### src/rtl/vack_pkg.sv
`timescale 1ns/1ps
package vack_pkg;
  localparam int ID_W    = 10;
  localparam int PRI_W   = 8;
  localparam int SRC_W   = 3;
  localparam int WORD_W  = 32;
  localparam int GRP_W   = 5;
  localparam int SRC_LSB = ID_W;
  localparam int ACT_W   = 1 << GRP_W;

  localparam logic [ID_W-1:0] SPUR_NONE = ID_W'(1023);
  localparam logic [ID_W-1:0] SPUR_GRP  = ID_W'(1022);

  typedef enum logic [1:0] {
    LR_INVALID = 2'b00,
    LR_PENDING = 2'b01,
    LR_ACTIVE  = 2'b10,
    LR_BOTH    = 2'b11
  } lr_state_e;

  typedef struct packed {
    logic [ID_W-1:0]  id;
    logic [PRI_W-1:0] pri;
    logic             grp1;
    logic             hw;
    logic [SRC_W-1:0] src;
    lr_state_e        state;
  } lr_entry_t;
endpackage

### src/rtl/vack_list.sv
`timescale 1ns/1ps
module vack_list import vack_pkg::*; #(
  parameter int N_LR = 4,
  localparam int IDX_W = (N_LR > 1) ? $clog2(N_LR) : 1
) (
  input  logic             clk,
  input  logic             rst_n,
  input  logic             ld_en,
  input  logic [IDX_W-1:0] ld_idx,
  input  lr_entry_t        ld_entry,
  input  logic             ack_en,
  input  logic [IDX_W-1:0] ack_idx,
  output lr_entry_t        entries [N_LR]
);
  lr_entry_t lr_q [N_LR];

  always_ff @(posedge clk) begin
    for (int i = 0; i < N_LR; i++) begin
      if (!rst_n) begin
        lr_q[i] <= '0;
      end else if (ld_en && ld_idx == IDX_W'(i)) begin
        lr_q[i] <= ld_entry;
      end else if (ack_en && ack_idx == IDX_W'(i)) begin
        lr_q[i].state <= LR_ACTIVE;
      end
    end
  end

  assign entries = lr_q;

  for (genvar g = 0; g < N_LR; g++) begin : g_chk
    assert_goes_active_R3: assert property (@(posedge clk) disable iff (!rst_n)
      (ack_en && ack_idx == IDX_W'(g) && !(ld_en && ld_idx == IDX_W'(g)))
      |=> lr_q[g].state == LR_ACTIVE);
    assert_load_wins_R10: assert property (@(posedge clk) disable iff (!rst_n)
      (ld_en && ld_idx == IDX_W'(g)) |=> lr_q[g] == $past(ld_entry));
  end
endmodule

### src/rtl/vack_select.sv
`timescale 1ns/1ps
module vack_select import vack_pkg::*; #(
  parameter int N_LR = 4,
  localparam int IDX_W = (N_LR > 1) ? $clog2(N_LR) : 1
) (
  input  logic             clk,
  input  logic             rst_n,
  input  lr_entry_t        entries [N_LR],
  output logic             found,
  output logic [IDX_W-1:0] sel_idx,
  output lr_entry_t        sel_entry
);
  logic [PRI_W-1:0] best_pri;

  always_comb begin
    found    = 1'b0;
    best_pri = '1;
    sel_idx  = '0;
    for (int i = 0; i < N_LR; i++) begin
      if (entries[i].state == LR_PENDING && (!found || entries[i].pri < best_pri)) begin
        found    = 1'b1;
        best_pri = entries[i].pri;
        sel_idx  = IDX_W'(i);
      end
    end
  end

  assign sel_entry = entries[sel_idx];

  for (genvar g = 0; g < N_LR; g++) begin : g_chk
    assert_best_pick_R2: assert property (@(posedge clk) disable iff (!rst_n)
      (found && entries[g].state == LR_PENDING) |->
        (sel_entry.pri < entries[g].pri ||
         (sel_entry.pri == entries[g].pri && sel_idx <= IDX_W'(g))));
  end
endmodule

### src/rtl/vack_apr.sv
`timescale 1ns/1ps
module vack_apr import vack_pkg::*; (
  input  logic             clk,
  input  logic             rst_n,
  input  logic             set_en,
  input  logic [GRP_W-1:0] set_idx,
  output logic [ACT_W-1:0] bits,
  output logic             any_active,
  output logic [GRP_W-1:0] top_idx
);
  logic [ACT_W-1:0] bits_q;

  always_ff @(posedge clk) begin
    if (!rst_n)      bits_q <= '0;
    else if (set_en) bits_q[set_idx] <= 1'b1;
  end

  always_comb begin
    top_idx = '0;
    for (int i = ACT_W - 1; i >= 0; i--) begin
      if (bits_q[i]) top_idx = GRP_W'(i);
    end
  end

  assign any_active = |bits_q;
  assign bits       = bits_q;

  assert_bit_set_R4: assert property (@(posedge clk) disable iff (!rst_n)
    set_en |=> bits_q[$past(set_idx)]);
  assert_sticky_R4: assert property (@(posedge clk) disable iff (!rst_n)
    1'b1 |=> (bits_q & $past(bits_q)) == $past(bits_q));
endmodule

### src/rtl/vack_unit.sv
`timescale 1ns/1ps
module vack_unit import vack_pkg::*; #(
  parameter int N_LR = 4,
  localparam int IDX_W = (N_LR > 1) ? $clog2(N_LR) : 1
) (
  input  logic              clk,
  input  logic              rst_n,
  input  logic              vif_en,
  input  logic              hyp_en,
  input  logic              ack_ctl,
  input  logic [PRI_W-1:0]  pri_mask,
  input  logic              ld_valid,
  output logic              ld_ready,
  input  logic [IDX_W-1:0]  ld_idx,
  input  logic [ID_W-1:0]   ld_id,
  input  logic [PRI_W-1:0]  ld_pri,
  input  logic              ld_grp1,
  input  logic              ld_hw,
  input  logic [SRC_W-1:0]  ld_src,
  input  logic [1:0]        ld_state,
  input  logic              ack_req_valid,
  output logic              ack_req_ready,
  output logic              ack_resp_valid,
  input  logic              ack_resp_ready,
  output logic [WORD_W-1:0] ack_resp_word,
  output logic [ACT_W-1:0]  act_pri_bits,
  output logic [2*N_LR-1:0] lr_states
);
  lr_entry_t        entries [N_LR];
  lr_entry_t        ld_entry;
  lr_entry_t        sel_e;
  logic             found;
  logic [IDX_W-1:0] sel_idx;
  logic             any_active;
  logic [GRP_W-1:0] top_idx;
  logic             accept;
  logic             eligible;
  logic             real_ack;
  logic [WORD_W-1:0] next_word;
  logic             resp_v_q;
  logic [WORD_W-1:0] resp_w_q;

  assign ld_entry = '{id: ld_id, pri: ld_pri, grp1: ld_grp1, hw: ld_hw,
                      src: ld_src, state: lr_state_e'(ld_state)};
  assign ld_ready = 1'b1;

  vack_list #(.N_LR(N_LR)) u_list (
    .clk(clk), .rst_n(rst_n),
    .ld_en(ld_valid), .ld_idx(ld_idx), .ld_entry(ld_entry),
    .ack_en(real_ack), .ack_idx(sel_idx), .entries(entries)
  );

  vack_select #(.N_LR(N_LR)) u_sel (
    .clk(clk), .rst_n(rst_n), .entries(entries),
    .found(found), .sel_idx(sel_idx), .sel_entry(sel_e)
  );

  vack_apr u_apr (
    .clk(clk), .rst_n(rst_n),
    .set_en(real_ack), .set_idx(sel_e.pri[PRI_W-1 -: GRP_W]),
    .bits(act_pri_bits), .any_active(any_active), .top_idx(top_idx)
  );

  assign accept   = ack_req_valid && ack_req_ready;
  assign eligible = found && vif_en && hyp_en && (sel_e.pri < pri_mask) &&
                    (!any_active || sel_e.pri[PRI_W-1 -: GRP_W] < top_idx);

  always_comb begin
    next_word = '0;
    real_ack  = 1'b0;
    if (!eligible) begin
      next_word[ID_W-1:0] = SPUR_NONE;
    end else if (sel_e.grp1 && !ack_ctl) begin
      next_word[ID_W-1:0] = SPUR_GRP;
    end else begin
      real_ack = accept;
      next_word[ID_W-1:0] = sel_e.id;
      if (!sel_e.hw) next_word[SRC_LSB +: SRC_W] = sel_e.src;
    end
  end

  always_ff @(posedge clk) begin
    if (!rst_n) begin
      resp_v_q <= 1'b0;
      resp_w_q <= '0;
    end else if (accept) begin
      resp_v_q <= 1'b1;
      resp_w_q <= next_word;
    end else if (ack_resp_ready) begin
      resp_v_q <= 1'b0;
    end
  end

  assign ack_req_ready  = !resp_v_q || ack_resp_ready;
  assign ack_resp_valid = resp_v_q;
  assign ack_resp_word  = resp_w_q;

  always_comb begin
    for (int i = 0; i < N_LR; i++) lr_states[2*i +: 2] = entries[i].state;
  end

  assert_word_hi_zero_R1: assert property (@(posedge clk) disable iff (!rst_n)
    resp_v_q |-> resp_w_q[WORD_W-1:SRC_LSB+SRC_W] == '0);
  assert_sel_pending_R2: assert property (@(posedge clk) disable iff (!rst_n)
    found |-> sel_e.state == LR_PENDING);
  assert_spur_quiet_R8: assert property (@(posedge clk) disable iff (!rst_n)
    (accept && !real_ack) |=> $stable(act_pri_bits));
  assert_hold_R9: assert property (@(posedge clk) disable iff (!rst_n)
    (resp_v_q && !ack_resp_ready) |=> (resp_v_q && $stable(resp_w_q)));
endmodule

### config.mk
export PLATFORM = sky130hd
export DESIGN_NAME = vack_unit
export DESIGN_NICKNAME = d
export VERILOG_FILES = /design/src/rtl/vack_pkg.sv /design/src/rtl/vack_list.sv /design/src/rtl/vack_select.sv /design/src/rtl/vack_apr.sv /design/src/rtl/vack_unit.sv
export SDC_FILE = /design/constraint.sdc
export NUM_CORES = 1
export LEC_CHECK = 0
export ABC_AREA = 1
export BUFFER_PORTS_ARGS = -buffer_cell sky130_fd_sc_hd__buf_2
export CORE_ASPECT_RATIO = 0.8
export CORE_UTILIZATION = 33
export CTS_CLUSTER_DIAMETER = 30
export CTS_CLUSTER_SIZE = 12
export DETAILED_ROUTE_END_ITERATION = 12
export GPL_TIMING_DRIVEN = 0
export PLACE_DENSITY = 0.6
export SLEW_MARGIN = 20
export SYNTH_ARGS = -nofsm -noshare
export SYNTH_HDL_FRONTEND = slang
export SYNTH_HIERARCHICAL = 1
export SYNTH_SLANG_ARGS = --single-unit
### constraint.sdc
create_clock -name clk -period 16.9 [get_ports clk]
set_input_delay 2.535 -clock clk [delete_from_list [all_inputs] [get_ports clk]]
set_output_delay 2.535 -clock clk [all_outputs]
set_load 0.005 [all_outputs]
[Yosys cells after proc, flatten, opt, wreduce, memory -nomap -nowiden]
Index checks and enable logic that the tools add are counted.
Word-level totals
  logic and storage cells: 148
  register bits: 146
Cells by class
  bitwise operators: 2
  mux-type cells: 64
  reductions and logical operators: 37
  magnitude comparators: 8
  equality and inequality tests: 10
Operators with widths (count)
  $mux 5: 32
  $bmux 25 s2: 1
  $mux 25: 2
  $lt 8x8->1: 4
  $or 32x32->32: 1
  $reduce_or 32->1: 1
  $mux 8: 3
  $mux 10: 2
  $mux 2: 10
  $logic_and 1x1->1: 18
  $eq 2x1->1 const B: 6
  $mux 1: 10
  $reduce_bool 2->1: 5
  $mux 3: 3
  $eq 2x2->1 const B: 4
  $logic_not 1->1: 6
  $lt 5x6->1 const B: 1
  $demux 1 s5: 1
  $ge 5x1->1 const B: 1
  $logic_or 1x1->1: 5
  $lt 5x5->1: 1
  $logic_not 2->1: 2
  $ge 3x3->1 const B: 1
  $not 2->3: 1

[Depth between registers and ports, before layout]
Gate-level depths: netlist of the first run.
  depth in word-level cells: 39
  mapped depth: 52

[Cells and area by module]
Netlist of the first run, hierarchy kept.
By module, submodules not included
  vack_list: cells an instance 451, area an instance 3472.1 um2, times used 1
  vack_select: cells an instance 406, area an instance 1991.9 um2, times used 1
  vack_apr: cells an instance 224, area an instance 1511.4 um2, times used 1
  vack_unit: cells an instance 163, area an instance 1096.1 um2, times used 1

[Worst setup path before layout of the first run]
No wires, ideal clock.
  kind: register to register
  start point: register u_list.lr_q, in the netlist u_list/entries[75]
  end point: register u_apr.bits_q[15], in the netlist u_apr/bits[15]
  library setup time: 70 ps
  data required time: 16830 ps
  stages on the path, launching flop included: 44
  path slack: 10395 ps
  arrival time: 6435 ps
  path buffers: 3
  period minus slack after synthesis: 6505 ps
  path through: dfxtp_1 nand2_1 nor2_1 ha_1 a21oi_1 nor2_1 a211oi_1 nand2_1 nand2_1 nand2_2 clkbuf_1 o21ai_0 ha_1 a21oi_1 nor2_1 a211oi_1 nand2_2 nand2_4 (+8 left out) nand2_2 nand2_4 nand2_8 nand2_4 buf_6 nand2_1 nand2_1 nand2_1 ha_1 a21oi_1 nand3_2 a21oi_4 nand3_4 inv_1 inv_2 nor3_1 nand2_1 a21oi_1
RTL lines
  start: declaration: line vack_list.sv:15  | lr_entry_t lr_q [N_LR];
  start signal: indexed assignment: line vack_list.sv:22  | lr_q[i] <= ld_entry;
  end signal: assignment: line vack_apr.sv:14  | if (!rst_n) bits_q <= '0;
  end signal: indexed assignment: line vack_apr.sv:15  | else if (set_en) bits_q[set_idx] <= 1'b1;
  end: declaration: line vack_apr.sv:11  | logic [ACT_W-1:0] bits_q;

==> impl_metrics.json, run 1 <==
{
  "groute.usage.overall_pct": 21.0,
  "ys.warnings.count": 6,
  "tns_ns": 0,
  "worst_slew_pin_slew_ns": 1.06,
  "rsz0062_at_grt": "no",
  "clk_latency_ns": 0.43,
  "switching_power_mw": 0.245,
  "grt_pass1_vias": 7218,
  "worst_clock_skew_ns": 0.0105,
  "layout_min_cycle_time_ns": 8.68,
  "antenna_found_initial": 0,
  "die_y_um": 142,
  "p_seq_share_pct": 41.6,
  "rows": 50,
  "n_fill_cell": 2556,
  "intPower_mw": 0.640,
  "cts_htree_levels": 4,
  "root_buffer": "clkbuf_16",
  "regArea_mm2": 0.00292,
  "viasPerCell": 4.78,
  "peakVddDrop_uv": 50.8,
  "core_mm2": 0.0236,
  "drv_cap": 0,
  "clockBufferDepth": 2,
  "synth_area_mm2": 0.00804,
  "synthCells": 1238,
  "area_delta_synth_final_pct": 19.4,
  "critPathLaunchType": "flip-flop",
  "hp-class": "reg -> reg",
  "cts-buffers-inserted": 17,
  "totalWireLength_um": 25900,
  "vias": 8119,
  "relSlewSlack_pct": 28.5,
  "leakage_nw": 4.70,
  "setup_violations": 0,
  "grt_start_max_net_pins": 17,
  "worstPathArrival_ns": 9.05,
  "powerDensity_mw_per_mm2": 92.0,
  "antenna_cells": 0,
  "drtPass1Iterations": 5,
  "grt_pass1_wl_um": 40100,
  "grt_remaining_overflow": 0,
  "post_cts_buffers": 0,
  "place.gp.congestion": 0.910,
  "die_width_um": 177,
  "drt-initial-drc-count": 749,
  "fmax_ghz": 0.115,
  "hpwl_um": 19300,
  "hold_viol": 0,
  "final_common_cell": "nor2_1",
  "crit_top_cell": "nand2_1",
  "combPwrFrac_pct": 13.2,
  "multi_input_area_mm2": 0.00418,
  "die_area_mm2": 0.0250,
  "ant_nets": 0,
  "holdBufCountCts": 0,
  "post-route-period-util_pct": 51.4,
  "port-buffer-count": 97,
  "wl_per_cell_um": 15.3,
  "initial_utilization_pct": 34.0,
  "end_kind": "flip-flop",
  "finalMaxSlewViolations": 0,
  "ctsResizeCount": 0,
  "worst_hold_slack_ns": 0.462,
  "status": "finished, final reports clean",
  "cp.required_ns": 17.26,
  "path_clk_slew_ns": 0.06,
  "drive_gt1_share_pct": 15.2,
  "clock_sinks": 146,
  "final_cell_mix": "295 x nor2_1, 246 x nand2_1, 146 x dfxtp_1",
  "slowest_delay_ns": 0.82,
  "ios": 118,
  "crit_path_max_fanout": 13,
  "slowest_stage": "nor3_1",
  "tritoncts": "yes",
  "fin_nets": 1445,
  "crit_type": "reg -> reg",
  "syn_avg_cell_area_um2": 6.50,
  "drc_errors": 0,
  "swShare_pct": 27.7,
  "p_clk_share_pct": 45.2
}
[path summary, 6_finish.rpt]
| check | cells past startpoint | to | slack, ns | from |
|---|---|---|---|---|
| worst min register to register | 2 | ack_resp_word[11] | 0.46 | ack_resp_word[11] |
| worst min-delay path | 2 | ack_resp_word[11] | 0.46 | ack_resp_word[11] |
| worst max-delay path | 44 | u_apr/bits[8] | 8.22 | u_list/entries[75] |
| worst max register to register | 44 | u_apr/bits[8] | 8.22 | u_list/entries[75] |
[state kept, by name, indices dropped and copies added (netlist names)]
name            cells
u_apr/bits         32
u_list/entries    100
ack_resp_word      13
ack_resp_valid      1
[cell type report]
class                   count  share of cell area (%)
inverters                 151                    6.47
plain buffers              66                    4.12
clock buffers              20                    4.75
clock inverters            12                    1.60
multi-input cells         893                    43.5
flip-flops and latches    146                    30.4
well taps                 312                    4.06
repair buffers             97                    5.05
[power by group through the flow]
stage / clock [mW] / combinational [mW] / sequential [mW]
after floorplan: 0 / 0.0770 / 0.373
after global placement: 0 / 0.113 / 0.375
after detailed placement: 0 / 0.115 / 0.375
after CTS: 0.404 / 0.115 / 0.368
after global routing: 0.419 / 0.132 / 0.369
final: 0.399 / 0.117 / 0.368
[metrics by stage]
step | setup WS [ns] | instances | area (um^2) | power, mW | utilization [%]
after global routing | 7.47 | 1697 | 9610 | 0.920 | 40.6
after floorplan | 10.43 | 1256 | 8110 | 0.450 | -
final | 8.22 | 1697 | 9610 | 0.884 | 40.6
after detailed placement | 8.33 | 1665 | 8990 | 0.490 | 38.0
after CTS | 8.23 | 1697 | 9600 | 0.887 | 40.6
after global placement | 8.40 | 1665 | 8990 | 0.488 | 38.0
[worst max-delay path: cells and delay by family (launching register included)]
family | cells | cell delay, ns
AOI/OAI and AO/OA | 9 | 2.05
and+or+nand+nor | 26 | 3.75
DFF | 1 | 0.50
buffers and inverters | 5 | 1.01
adders and majority gates | 4 | 1.28
[layer usage]
metal | vias to the layer above | track usage (%) | wire length, um
li1 | 4126 | - | -
met1 | 3648 | 31.0 | 12400
met2 | 317 | 31.1 | 10900
met3 | 28 | 3.70 | 2230
met4 | 0 | 5.85 | 368
met5 | - | 0 | 0
No activity file was read; power rests on OpenSTA's default activity.
==> run 2, diff against run 1 <==
ABC_AREA = 0   (was 1)
PLACE_DENSITY = 0.62   (was 0.6)
clock period = 7.8 ns   (was 16.9 ns; I/O delays follow)
==> impl_metrics.json, run 2 <==
{
  "clockBufferDepth": 2,
  "tns_ns": 0,
  "met2_usage_pct": 30.1,
  "wl_per_cell_um": 17.4,
  "root_buffer": "clkbuf_16",
  "power.total_mw": 1.86,
  "fin_nets": 1203,
  "vias": 7472,
  "regArea_mm2": 0.00293,
  "setup_violations": 0,
  "finalMaxSlewViolations": 0,
  "totalWireLength_um": 25300,
  "multi_input_area_mm2": 0.00489,
  "path_clk_slew_ns": 0.06,
  "rows": 50,
  "grt_start_max_net_pins": 17,
  "crit_type": "reg -> reg",
  "relSlewSlack_pct": 39.2,
  "cp.required_ns": 8.17,
  "largest_register_ffs": 100,
  "hpwl_um": 18900,
  "die_width_um": 178,
  "antenna_cells": 0,
  "slowest_stage": "or3b_4",
  "detailedPlace.worstSlack_ns": -1.54,
  "critPathLaunchType": "flip-flop",
  "die_area_mm2": 0.0253,
  "area_delta_synth_final_pct": 23.2,
  "n_fill_cell": 2393,
  "groute.usage.overall_pct": 19.8,
  "drc_errors": 0,
  "grt_pass1_vias": 6777,
  "tritoncts": "yes",
  "worstPathArrival_ns": 7.90,
  "crit_path_max_fanout": 10,
  "grt-busiest-layer": "met2",
  "synth_area_mm2": 0.00813,
  "syn_avg_cell_area_um2": 8.34,
  "final_cell_mix": "214 x nand2_1, 144 x dfxtp_1, 115 x buf_2",
  "worst_slack_ns": 0.263,
  "fmax_ghz": 0.133,
  "drive_gt1_share_pct": 25.1,
  "worst_slew_pin_slew_ns": 0.912,
  "cts_htree_levels": 4,
  "drt-initial-drc-count": 647,
  "drv_cap": 0,
  "port-buffer-count": 94,
  "hp-class": "reg -> reg",
  "ys.warnings.count": 6,
  "grt_use_met1_pct": 28.6,
  "layout_min_cycle_time_ns": 7.54,
  "core_mm2": 0.0238,
  "antenna_found_initial": 0,
  "critPathTopFamily": "simple AND/OR/NAND/NOR gates",
  "viasPerCell": 5.14,
  "clk_latency_ns": 0.42,
  "worst_clock_skew_ns": 0.00915,
  "final_util_pct": 42.2,
  "leakage_nw": 4.27,
  "peakVddDrop_uv": 153,
  "clock_sinks": 146,
  "worst_hold_slack_ns": 0.454,
  "grt_remaining_overflow": 0,
  "powerDensity_mw_per_mm2": 185,
  "initial_utilization_pct": 34.2,
  "met3_usage_pct": 3.87,
  "drtPass1Iterations": 7,
  "grt_pass1_wl_um": 38100,
  "cts-buffers-inserted": 17,
  "ios": 118,
  "ant_nets": 0,
  "cp_num_buf_inv": 6,
  "crit_top_cell": "buf_6",
  "end_kind": "flip-flop",
  "slowest_delay_ns": 0.43,
  "synthCells": 975,
  "status": "finished, final reports clean",
  "place.gp.congestion": 0.898,
  "post-route-period-util_pct": 96.6,
  "final_common_cell": "nand2_1",
  "die_y_um": 142,
  "hold_viol": 0
}
run 2: power breakdown:
| group | leakage [nW] | internal (mW) | total, mW | switching, mW |
|---|---|---|---|---|
| sequential | 1.19 | 0.768 | 0.784 | 0.0163 |
| clock | 0.261 | 0.446 | 0.782 | 0.336 |
| combinational | 2.82 | 0.127 | 0.290 | 0.163 |
| total | 4.27 | 1.34 | 1.86 | 0.515 |
run 2: final cells by class:
class | instances | share of cell area (%)
repair buffers | 118 | 6.67
clock buffers | 19 | 4.42
well taps | 312 | 3.89
clock inverters | 13 | 1.14
inverters | 19 | 0.711
flip-flops and latches | 146 | 29.2
multi-input cells | 750 | 48.8
plain buffers | 78 | 5.22
run 2: metal layers:
layer | vias up | share of wire, %
li1 | 3667 | -
met1 | 3553 | 49
met2 | 227 | 44
met3 | 25 | 6.1
met4 | 0 | 0.99
met5 | - | 0
run 2: timing repair:
| action | 4_1_cts | 5_1_grt |
|---|---|---|
| gates resized for setup | 26 | 26 |
| endpoints found under the setup margin | 53 | 49 |
| gates cloned | 0 | 1 |
| pin swaps | 3 | 10 |
| hold buffers | 0 | 0 |
| buffers inserted | 4 | 19 |
| endpoints found under the hold margin | 0 | 0 |
run 2: worst reg2reg max path: cells and delay by family (launching register included):
family | cells | cell delay [ns]
adder cells (fa/ha/maj) | 4 | 1.03
flip-flops | 1 | 0.37
AND/OR/NAND/NOR | 15 | 2.49
multiplexers | 1 | 0.38
AO/OA/AOI/OAI | 13 | 2.31
buffers and inverters | 6 | 0.93
run 2: final timing paths:
check                     startpoint            endpoint  slack (ns)  cells after the start
setup / recovery  u_list/entries[76]      u_apr/bits[24]        0.26                     39
hold / removal    u_list/entries[95]  u_list/entries[95]        0.45                      2
setup reg to reg  u_list/entries[76]      u_apr/bits[24]        0.26                     39
hold reg to reg   u_list/entries[95]  u_list/entries[95]        0.45                      2
run 2: metrics by stage:
step / cell area, um^2 / cells
after floorplan: 8210 / 993
after global placement: 9070 / 1399
after detailed placement: 9070 / 1399
after CTS: 9740 / 1435
after global routing: 10000 / 1455
final: 10000 / 1455
==> run 3, diff against run 2 <==
RECOVER_POWER = 100   (was unset)
==> impl_metrics.json, run 3 (synthesis gave the netlist of run 2 again) <==
{
  "totalWireLength_um": 25400,
  "cts-buffers-inserted": 17,
  "setup_violations": 0,
  "routed-wl-met2_um": 11100,
  "drtPass1Iterations": 8,
  "final_common_cell": "nand2_1",
  "rows": 50,
  "port-buffer-count": 94,
  "final_cell_mix": "214 x nand2_1, 144 x dfxtp_1, 93 x a21boi_0",
  "slowest_delay_ns": 0.43,
  "antenna_cells": 0,
  "ios": 118,
  "grt_start_max_net_pins": 17,
  "met3_length_um": 1580,
  "crit_type": "reg -> reg",
  "die_y_um": 142,
  "end_kind": "flip-flop",
  "hpwl_um": 18900,
  "worstPathArrival_ns": 7.91,
  "peakVddDrop_uv": 154,
  "place_area_mm2": 0.00907,
  "routedLengthMet1_um": 12400,
  "crit_path_start": "u_list/entries[76]",
  "tritoncts": "yes",
  "place.gp.congestion": 0.898,
  "fmax_ghz": 0.133,
  "relSlewSlack_pct": 40.2,
  "highest_layer": "met4",
  "vias": 7436,
  "crit_path_max_fanout": 10,
  "reg2reg_depth": 39,
  "fin_nets": 1203,
  "holdBufCountCts": 0,
  "post-route-period-util_pct": 96.7,
  "drc_errors": 0,
  "worst_clock_skew_ns": 0.0103,
  "layout_min_cycle_time_ns": 7.54,
  "regToRegStartpoint": "u_list/entries[76]",
  "hold_viol": 0,
  "root_buffer": "clkbuf_16",
  "grt_remaining_overflow": 0,
  "core_mm2": 0.0238,
  "final_util_pct": 41.9,
  "slowest_stage": "or3b_4",
  "groute.usage.overall_pct": 19.8,
  "hp-class": "reg -> reg",
  "drv_cap": 0,
  "clock_sinks": 146,
  "wl_per_cell_um": 17.4,
  "leakage_nw": 4.10,
  "cts_htree_levels": 4,
  "powerDensity_mw_per_mm2": 186,
  "initial_utilization_pct": 34.2,
  "area_delta_synth_final_pct": 22.6,
  "r2r_end": "u_apr/bits[24]",
  "ant_nets": 0,
  "drt-initial-drc-count": 646,
  "drive_gt1_share_pct": 21.9,
  "viasPerCell": 5.11,
  "r2r_setup_slack_ns": 0.26,
  "crit_top_cell": "buf_6",
  "clk_latency_ns": 0.42,
  "die_width_um": 178,
  "tns_ns": 0,
  "largest_register_ffs": 100,
  "clockBufferDepth": 2,
  "worst_slew_pin_slew_ns": 0.897,
  "antenna_found_initial": 0,
  "die_area_mm2": 0.0253,
  "postLayoutCellArea_mm2": 0.00997,
  "status": "finished, final reports clean",
  "cp-endpoint": "u_apr/bits[24]",
  "grt_pass1_wl_um": 38100,
  "cp.required_ns": 8.17,
  "finalMaxSlewViolations": 0,
  "critPathLaunchType": "flip-flop",
  "grt_pass1_vias": 6777,
  "path_clk_slew_ns": 0.06
}
[run 3: changes by cell type in the layout (fill, tap and decap cells not counted), sizes merged]
cell,before,now
clkbuf,40,75
buf,175,140
[run 3: critical path, delay by kind of cell (launching register included)]
family	cells	cell delay (ns)
DFF	1	0.37
adders and majority gates	4	1.02
muxes	1	0.38
and+or+nand+nor	15	2.47
AOI/OAI and AO/OA	13	2.27
buffers and inverters	6	0.93
[run 3: worst min-delay path by stage]
stage                                   from                  to  slack, ns  cells past startpoint
after floorplan           u_list/entries[24]  u_list/entries[24]       0.43                      2
after global placement    u_list/entries[24]  u_list/entries[24]       0.44                      2
after detailed placement  u_list/entries[95]  u_list/entries[95]       0.44                      2
after CTS                 u_list/entries[95]  u_list/entries[95]       0.45                      2
after global routing      u_list/entries[98]  u_list/entries[98]       0.49                      2
final                     u_list/entries[17]  u_list/entries[17]       0.46                      2
[run 3: per-layer routing]
| metal | GRT usage, % | vias up |
|---|---|---|
| li1 | - | 3670 |
| met1 | 28.6 | 3504 |
| met2 | 30.1 | 239 |
| met3 | 3.87 | 23 |
| met4 | 4.59 | 0 |
| met5 | 0 | - |
[run 3: repair_timing]
action / 4_1_cts / 5_1_grt
gates cloned: 0 / 1
buffers inserted: 4 / 19
setup endpoints to repair: 53 / 49
pin swaps: 3 / 10
gates resized for setup: 26 / 26
[run 3: final cells by class]
class                   instances  area (um^2)
plain buffers                  78          523
clock buffers                  19          443
clock inverters                13          114
fillers                      2409        13800
inverters                      19         71.3
multi-input cells             750         4880
flip-flops and latches        146         2930
well taps                     312          390
repair buffers                118          623
[run 3: power breakdown]
part           leakage [nW]  internal, mW  switching [mW]
clock                 0.261         0.446           0.335
sequential             1.19         0.768          0.0161
combinational          2.65         0.125           0.164
[run 3: stage by stage]
| step | worst slack [ns] | cells | hold slack [ns] | power [mW] |
|---|---|---|---|---|
| after floorplan | 0.127 | 993 | 0.431 | 0.975 |
| after global placement | -1.50 | 1399 | 0.439 | 1.06 |
| after detailed placement | -1.54 | 1399 | 0.445 | 1.06 |
| after CTS | 0.00318 | 1435 | 0.453 | 1.84 |
| after global routing | -0.0546 | 1455 | 0.487 | 1.92 |
| final | 0.257 | 1455 | 0.463 | 1.85 |
